--- src/rtl/scal_pkg.sv ---
`timescale 1ns/1ps
package scal_pkg;
  localparam int CODE_W = 8;   // converter and display code width
  localparam int DC_W   = 8;   // signed per-channel DC offset width
  localparam int FRAC_W = 8;   // fractional bits of the working value
  localparam int INV_SH = 16;  // scale of the probe-gain reciprocal

  typedef struct packed {
    logic [CODE_W-1:0]      raw;
    logic                   chan;
    logic                   byp;
    logic                   comp;
    logic signed [DC_W-1:0] dc;
  } scal_tag_t;
endpackage

--- src/rtl/scal_select.sv ---
`timescale 1ns/1ps
module scal_select
  import scal_pkg::*;
#(
  parameter int ZERO_CODE = 28,
  parameter int COMP_TH   = 220,
  parameter int TB_LIMIT  = 4,
  parameter int XFER_SKIP = 3,
  parameter int XFER_W    = 2,
  parameter int TB_W      = 4,
  parameter int CALM_W    = 8,
  parameter int VR_W      = 16,
  parameter int INV_W     = 9
) (
  input  logic [CODE_W-1:0]      code,
  input  logic                   chan,
  input  logic [CODE_W-1:0]      probe_a,
  input  logic [CODE_W-1:0]      probe_b,
  input  logic signed [DC_W-1:0] dc_a,
  input  logic signed [DC_W-1:0] dc_b,
  input  logic signed [VR_W-1:0] vrange,
  input  logic signed [DC_W-1:0] coff,
  input  logic [XFER_W-1:0]      xfer,
  input  logic [TB_W-1:0]        tbase,
  input  logic [CALM_W-1:0]      selfcal,
  input  logic                   roll,
  output scal_tag_t              tag,
  output logic signed [CODE_W:0]   d,
  output logic signed [CODE_W+2:0] n,
  output logic signed [VR_W:0]     span,
  output logic [INV_W-1:0]         inv
);
  localparam int NCOMP = (1 << CODE_W) - 1 - COMP_TH;
  localparam int IDX_W = $clog2(NCOMP);

  // reciprocal of (probe - zero) for every probe code above the threshold
  logic [INV_W-1:0] inv_tab [1 << IDX_W];
  for (genvar g = 0; g < (1 << IDX_W); g++) begin : g_inv
    if (g < NCOMP) begin : g_on
      assign inv_tab[g] = INV_W'((1 << INV_SH) / (COMP_TH + 1 + g - ZERO_CODE));
    end else begin : g_off
      assign inv_tab[g] = '0;
    end
  end

  logic [CODE_W-1:0]      probe_sel;
  logic signed [DC_W-1:0] dc_sel;
  logic                   no_probe;
  logic [IDX_W-1:0]       idx;

  always_comb begin
    probe_sel = chan ? probe_b : probe_a;
    dc_sel    = chan ? dc_b : dc_a;
    no_probe  = (probe_a == '0) || (probe_a == '1) ||
                (probe_b == '0) || (probe_b == '1);
    idx       = IDX_W'(int'(probe_sel) - (COMP_TH + 1));

    tag.raw  = code;
    tag.chan = chan;
    tag.dc   = dc_sel;
    tag.byp  = (xfer == XFER_W'(XFER_SKIP)) || (int'(tbase) >= TB_LIMIT) ||
               (selfcal != '0) || no_probe;
    tag.comp = roll && (int'(probe_sel) > COMP_TH);

    d    = $signed({1'b0, code}) - (CODE_W+1)'(ZERO_CODE);
    n    = $signed({3'b000, code}) + (CODE_W+3)'(coff) - (CODE_W+3)'(dc_sel);
    span = (VR_W+1)'(vrange) - (VR_W+1)'(dc_sel);
    inv  = tag.comp ? inv_tab[idx] : '0;
  end
endmodule

--- src/rtl/scal_norm.sv ---
`timescale 1ns/1ps
module scal_norm
  import scal_pkg::*;
#(
  parameter int RECIP_W = 16,
  parameter int GAIN_W  = 16,
  parameter int VR_W    = 16,
  parameter int INV_W   = 9,
  parameter int A_W     = 28
) (
  input  logic                     clk,
  input  logic                     rst_n,
  input  logic                     en,
  input  logic                     v_in,
  input  scal_tag_t                tag_in,
  input  logic signed [CODE_W:0]   d,
  input  logic signed [CODE_W+2:0] n,
  input  logic signed [VR_W:0]     span_in,
  input  logic [INV_W-1:0]         inv_in,
  input  logic [RECIP_W-1:0]       recip,
  input  logic [GAIN_W-1:0]        cgain,
  output logic                     v_out,
  output scal_tag_t                tag_out,
  output logic signed [A_W-1:0]    a_out,
  output logic signed [VR_W:0]     span_out,
  output logic [INV_W-1:0]         inv_out
);
  logic signed [A_W-1:0] a_nxt;

  always_comb begin
    if (tag_in.comp)
      a_nxt = A_W'(n) * A_W'($signed({1'b0, cgain}));
    else
      a_nxt = (A_W'(d) * A_W'($signed({1'b0, recip}))) >>> FRAC_W;
  end

  always_ff @(posedge clk or negedge rst_n) begin
    if (!rst_n) begin
      v_out    <= 1'b0;
      tag_out  <= '0;
      a_out    <= '0;
      span_out <= '0;
      inv_out  <= '0;
    end else if (en) begin
      v_out    <= v_in;
      tag_out  <= tag_in;
      a_out    <= a_nxt;
      span_out <= span_in;
      inv_out  <= inv_in;
    end
  end
endmodule

--- src/rtl/scal_finish.sv ---
`timescale 1ns/1ps
module scal_finish
  import scal_pkg::*;
#(
  parameter int VR_W   = 16,
  parameter int BIAS_W = 16,
  parameter int INV_W  = 9,
  parameter int A_W    = 28,
  parameter int B_W    = 48
) (
  input  logic                     clk,
  input  logic                     rst_n,
  input  logic                     en,
  input  logic                     v_in,
  input  scal_tag_t                tag_in,
  input  logic signed [A_W-1:0]    a_in,
  input  logic signed [VR_W:0]     span_in,
  input  logic [INV_W-1:0]         inv_in,
  input  logic signed [BIAS_W-1:0] bias,
  output logic                     v_out,
  output logic [CODE_W-1:0]        code_out,
  output logic                     chan_out
);
  logic signed [B_W-1:0] prod, total;
  logic [CODE_W-1:0]     sat;

  always_comb begin
    if (tag_in.comp)
      prod = (B_W'(a_in) * B_W'($signed({1'b0, inv_in}))) >>> INV_SH;
    else
      prod = B_W'(a_in) * B_W'(span_in);
    total = prod + (B_W'($signed(tag_in.dc)) <<< FRAC_W) + B_W'(bias);
    // negative values truncate toward zero and saturate to zero
    if (total[B_W-1])
      sat = '0;
    else if (|total[B_W-2:FRAC_W+CODE_W])
      sat = '1;
    else
      sat = total[FRAC_W+CODE_W-1:FRAC_W];
  end

  always_ff @(posedge clk or negedge rst_n) begin
    if (!rst_n) begin
      v_out    <= 1'b0;
      code_out <= '0;
      chan_out <= 1'b0;
    end else if (en) begin
      v_out    <= v_in;
      code_out <= tag_in.byp ? tag_in.raw : sat;
      chan_out <= tag_in.chan;
    end
  end
endmodule

--- src/rtl/scope_cal_pipe.sv ---
`timescale 1ns/1ps
module scope_cal_pipe
  import scal_pkg::*;
#(
  parameter int ZERO_CODE = 28,
  parameter int COMP_TH   = 220,
  parameter int TB_LIMIT  = 4,
  parameter int XFER_SKIP = 3,
  parameter int XFER_W    = 2,
  parameter int TB_W      = 4,
  parameter int CALM_W    = 8,
  parameter int RECIP_W   = 16,
  parameter int VR_W      = 16,
  parameter int BIAS_W    = 16,
  parameter int GAIN_W    = 16
) (
  input  logic                     clk,
  input  logic                     rst_n,
  input  logic                     in_valid,
  output logic                     in_ready,
  input  logic [CODE_W-1:0]        in_code,
  input  logic                     in_chan,
  output logic                     out_valid,
  input  logic                     out_ready,
  output logic [CODE_W-1:0]        out_code,
  output logic                     out_chan,
  input  logic [RECIP_W-1:0]       cfg_recip,
  input  logic signed [BIAS_W-1:0] cfg_bias,
  input  logic signed [VR_W-1:0]   cfg_vrange,
  input  logic signed [DC_W-1:0]   cfg_dc_a,
  input  logic signed [DC_W-1:0]   cfg_dc_b,
  input  logic [CODE_W-1:0]        cfg_probe_a,
  input  logic [CODE_W-1:0]        cfg_probe_b,
  input  logic [GAIN_W-1:0]        cfg_cgain,
  input  logic signed [DC_W-1:0]   cfg_coff,
  input  logic [XFER_W-1:0]        st_xfer,
  input  logic [TB_W-1:0]          st_tbase,
  input  logic [CALM_W-1:0]        st_selfcal,
  input  logic                     st_roll
);
  localparam int INV_W = $clog2(((1 << INV_SH) / (COMP_TH + 1 - ZERO_CODE)) + 1);
  localparam int D_W   = CODE_W + 1;
  localparam int N_W   = CODE_W + 3;
  localparam int A_NRM = D_W + RECIP_W + 1;
  localparam int A_CMP = N_W + GAIN_W + 1;
  localparam int A_W   = (A_NRM > A_CMP) ? A_NRM : A_CMP;
  localparam int M_W   = (VR_W + 1 > INV_W + 1) ? VR_W + 1 : INV_W + 1;
  localparam int B_W   = A_W + M_W + 2;

  logic en;
  assign en       = !out_valid || out_ready;
  assign in_ready = en;

  // stage 1 inputs (combinational decode)
  scal_tag_t             tag0;
  logic signed [D_W-1:0] d0;
  logic signed [N_W-1:0] n0;
  logic signed [VR_W:0]  span0;
  logic [INV_W-1:0]      inv0;

  scal_select #(
    .ZERO_CODE(ZERO_CODE), .COMP_TH(COMP_TH), .TB_LIMIT(TB_LIMIT),
    .XFER_SKIP(XFER_SKIP), .XFER_W(XFER_W), .TB_W(TB_W), .CALM_W(CALM_W),
    .VR_W(VR_W), .INV_W(INV_W)
  ) u_sel (
    .code(in_code), .chan(in_chan), .probe_a(cfg_probe_a), .probe_b(cfg_probe_b),
    .dc_a(cfg_dc_a), .dc_b(cfg_dc_b), .vrange(cfg_vrange), .coff(cfg_coff),
    .xfer(st_xfer), .tbase(st_tbase), .selfcal(st_selfcal), .roll(st_roll),
    .tag(tag0), .d(d0), .n(n0), .span(span0), .inv(inv0)
  );

  // stage 1 registers
  logic                  v1;
  scal_tag_t             tag1;
  logic signed [D_W-1:0] d1;
  logic signed [N_W-1:0] n1;
  logic signed [VR_W:0]  span1;
  logic [INV_W-1:0]      inv1;

  always_ff @(posedge clk or negedge rst_n) begin
    if (!rst_n) begin
      v1 <= 1'b0; tag1 <= '0; d1 <= '0; n1 <= '0; span1 <= '0; inv1 <= '0;
    end else if (en) begin
      v1 <= in_valid; tag1 <= tag0; d1 <= d0; n1 <= n0; span1 <= span0; inv1 <= inv0;
    end
  end

  // stage 2
  logic                  v2;
  scal_tag_t             tag2;
  logic signed [A_W-1:0] a2;
  logic signed [VR_W:0]  span2;
  logic [INV_W-1:0]      inv2;

  scal_norm #(
    .RECIP_W(RECIP_W), .GAIN_W(GAIN_W), .VR_W(VR_W), .INV_W(INV_W), .A_W(A_W)
  ) u_norm (
    .clk(clk), .rst_n(rst_n), .en(en), .v_in(v1), .tag_in(tag1), .d(d1), .n(n1),
    .span_in(span1), .inv_in(inv1), .recip(cfg_recip), .cgain(cfg_cgain),
    .v_out(v2), .tag_out(tag2), .a_out(a2), .span_out(span2), .inv_out(inv2)
  );

  // stage 3 (output register)
  scal_finish #(
    .VR_W(VR_W), .BIAS_W(BIAS_W), .INV_W(INV_W), .A_W(A_W), .B_W(B_W)
  ) u_fin (
    .clk(clk), .rst_n(rst_n), .en(en), .v_in(v2), .tag_in(tag2), .a_in(a2),
    .span_in(span2), .inv_in(inv2), .bias(cfg_bias),
    .v_out(out_valid), .code_out(out_code), .chan_out(out_chan)
  );
endmodule

--- config.mk ---
export PLATFORM = sky130hd
export DESIGN_NAME = scope_cal_pipe
export DESIGN_NICKNAME = d
export VERILOG_FILES = /design/src/rtl/scal_pkg.sv /design/src/rtl/scal_select.sv /design/src/rtl/scal_norm.sv /design/src/rtl/scal_finish.sv /design/src/rtl/scope_cal_pipe.sv
export SDC_FILE = /design/constraint.sdc
export NUM_CORES = 2
export LEC_CHECK = 0
export CELL_PAD_IN_SITES_DETAIL_PLACEMENT = 1
export CELL_PAD_IN_SITES_GLOBAL_PLACEMENT = 2
export CORE_MARGIN = 1
export CORE_UTILIZATION = 32
export CTS_CLUSTER_DIAMETER = 50
export DETAILED_ROUTE_END_ITERATION = 12
export HOLD_SLACK_MARGIN = 0.08
export MAX_ROUTING_LAYER = met4
export PLACE_DENSITY_LB_ADDON = 0.1
export SLEW_MARGIN = 10
export SYNTH_ARGS = -nofsm -noshare
export SYNTH_HDL_FRONTEND = slang
export SYNTH_SLANG_ARGS = --single-unit
--- constraint.sdc ---
create_clock -name clk -period 13.3 [get_ports clk]
set_input_delay 1.995 -clock clk [delete_from_list [all_inputs] [get_ports clk]]
set_output_delay 1.995 -clock clk [all_outputs]
set_load 0.02 [all_outputs]
==> impl_metrics.json <==
{
  "crit_path_frequent_cell": "fa_1",
  "relSlewSlack_pct": 18.43,
  "clk-insertion-delay-late_ps": 520,
  "drv_cap": 0,
  "ys_top_cells_by_area": "fa_1, ha_1, dfrtp_1",
  "tightest_slew_ps": 1190,
  "portBuffers": 140,
  "ant_nets": 0,
  "viasPerCell": 4.870,
  "reg2reg_depth": 38,
  "crit_arrival_ps": 12450,
  "critPathKind": "reg -> reg",
  "core-area_um2": 140000,
  "seqCellArea_um2": 3660,
  "synthArstFlopShare_pct": 100.0,
  "fill_cells": 16360,
  "synth_top_area_share_pct": 40.11,
  "ys_types": 84,
  "place_hpwl_mm": 126.7,
  "std_cell_rows": 137,
  "grt_pass1_wl_mm": 235.9,
  "nNetsFinal": 6618,
  "synth_seq_cells": 146,
  "synth_edf_count": 0,
  "worst-path-stages": 38,
  "drive_gt1_share_pct": 3.384,
  "setup.worst_path.end_class": "register",
  "multiInputGateArea_um2": 37190,
  "synth.net_count": 6612,
  "cts_sinks": 146,
  "cp_slowest_cell": "dfrtp_1",
  "syn_inst": 5153,
  "netlist_area_um2": 45320,
  "hold-path-cell-count": 2,
  "dieArea_um2": 143100,
  "num_vias": 34340,
  "path_clk_slew_ps": 90,
  "cts_hold_buf": 0,
  "ys.flop_type": "dfrtp_1",
  "htreeDepth": 4,
  "cts_buffers": 17,
  "gp_congestion": 0.8524,
  "synth-seq-area-share_pct": 8.061,
  "rsz0062_at_grt": "no",
  "status": "complete, no violations",
  "postSynthAreaPerCell_um2": 8.795,
  "dieWidth_um": 378.3,
  "drc_errors": 0,
  "grt_pass1_vias": 38670,
  "finalMaxSlewViolations": 0,
  "max_stage_delay_ps": 1150,
  "final.setup.tns_ps": 0,
  "wl_per_cell_um": 21.32,
  "initial_core_util_pct": 32.36,
  "cp_max_fo": 29,
  "fmax_mhz": 82.66,
  "drtPass1Iterations": 5,
  "antenna_found_initial": 7,
  "synth_top_cell_by_area": "fa_1",
  "crit_buf_inv": 5,
  "cp_top_family": "compound AO/OA/AOI/OAI gates",
  "dieHeight_um": 378.3,
  "cts_resized": 0,
  "grt_util_all_layers_pct": 22.46,
  "cts_tree": "built",
  "ys.warnings.count": 0,
  "critPathLaunchType": "register",
  "drt_iter0_markers": 1376,
  "clock_skew_ps": 26.75,
  "cts_setup_buffers": 0,
  "routed_wirelength_mm": 150.3,
  "required_ps": 13660,
  "fin_crit_sh_pct": 90.96,
  "area_growth_pct": 9.254,
  "cts_max_path_buffers": 2,
  "io_pins": 143,
  "grt-ovfl-total": 0,
  "hold_class": "reg -> reg",
  "min_period_ps": 12100,
  "setup_viol": 0,
  "grt_max_degree": 112,
  "root_buffer": "clkbuf_16",
  "hold_viol": 0
}
-- cells in the final DEF (no fill, tap or decap), types with 27 or more instances in the layout --
| cell type | count |
|---|---|
| nor3_1 | 34 |
| nor2_1 | 157 |
| o21ai_0 | 122 |
| or3_1 | 27 |
| ha_1 | 419 |
| nand2b_1 | 64 |
| clkdlybuf4s50_1 | 139 |
| inv_1 | 938 |
| xor2_1 | 42 |
| a21o_1 | 67 |
| and2_1 | 500 |
| xnor2_1 | 86 |
| nand3_1 | 39 |
| fa_1 | 908 |
| buf_4 | 98 |
| dfrtp_1 | 141 |
| nand2_1 | 758 |
| a21oi_1 | 224 |
| a31oi_1 | 27 |
-- worst min-delay path, delay by kind of cell (launching register included) --
| kind | cells | cell delay [ps] |
|---|---|---|
| AND/OR/NAND/NOR | 2 | 100 |
| flip-flops | 1 | 350 |
-- cells by family after synthesis --
family | count (synthesis) | synth area share [%]
simple gates | 1702 | 18.50
fa+ha+maj | 1327 | 51.67
buf+inv | 1194 | 9.911
compound gates | 625 | 8.644
flops | 146 | 8.061
xor+xnor | 128 | 2.474
mux | 31 | 0.7343
-- Yosys cell counts, drive strengths merged (67+ instances only) --
cell type	n
nor2	157
and2	501
fa	908
inv	941
a21o	67
o21ai	124
ha	419
dfrtp	146
nand2	759
clkbuf	240
xnor2	86
a21oi	224
-- flip-flops by register name, indices dropped and copies added, names as in the netlist, 7 cells and up --
name and flops:
n1 11, u_fin.code_out 8, inv1 8, tag1 19
u_norm.a_out 28, u_norm.span_out 17, u_norm.inv_out 8, span1 17
d1 7, u_norm.tag_out 19
-- area by class of cell --
cell class	count	area share (%)
multi-input combinational	3813	75.10
tap	1876	4.740
clock buffer	17	0.8591
clock inverter	15	0.3765
sequential	146	7.391
antenna	3	0.01516
inverter	942	7.151
timing repair buffer	239	4.364
-- layer usage --
layer  wire length [um]  vias to the layer above  GRT usage, %
met4               3080                        0         4.981
met5                  0                        -             -
met2              73550                      330         37.93
li1                   -                    15890             -
met3               2085                      100         1.104
met1              71590                    18020         29.73
-- through the flow --
stage,util (%),instance area (um2),std cells,hold WS (ps),worst slack (ps)
floorplan,-,45320,5153,430.0,3237
global placement,34.92,48900,7016,449.9,1264
detailed placement,34.92,48900,7016,458.5,1301
CTS,35.35,49510,7048,476.2,1174
global route,35.35,49510,7049,491.1,317.4
finish,35.36,49520,7051,470.9,1203
-- worst paths after layout --
path / from / end / slack, ps
hold / removal: u_norm.span_out[5] / u_norm.span_out[5] / 470
max in group asynchronous: rst_n / u_norm.inv_out[1] / 10250
min in group asynchronous: rst_n / u_fin.code_out[0] / 1540
setup / recovery: u_norm.span_out[4] / u_fin.code_out[0] / 1200
hold reg to reg: u_norm.span_out[5] / u_norm.span_out[5] / 470
setup reg to reg: u_norm.span_out[4] / u_fin.code_out[0] / 1200
Power is not shown: default switching activity piles up to over one toggle a cycle in this logic, so the estimate is an artifact.
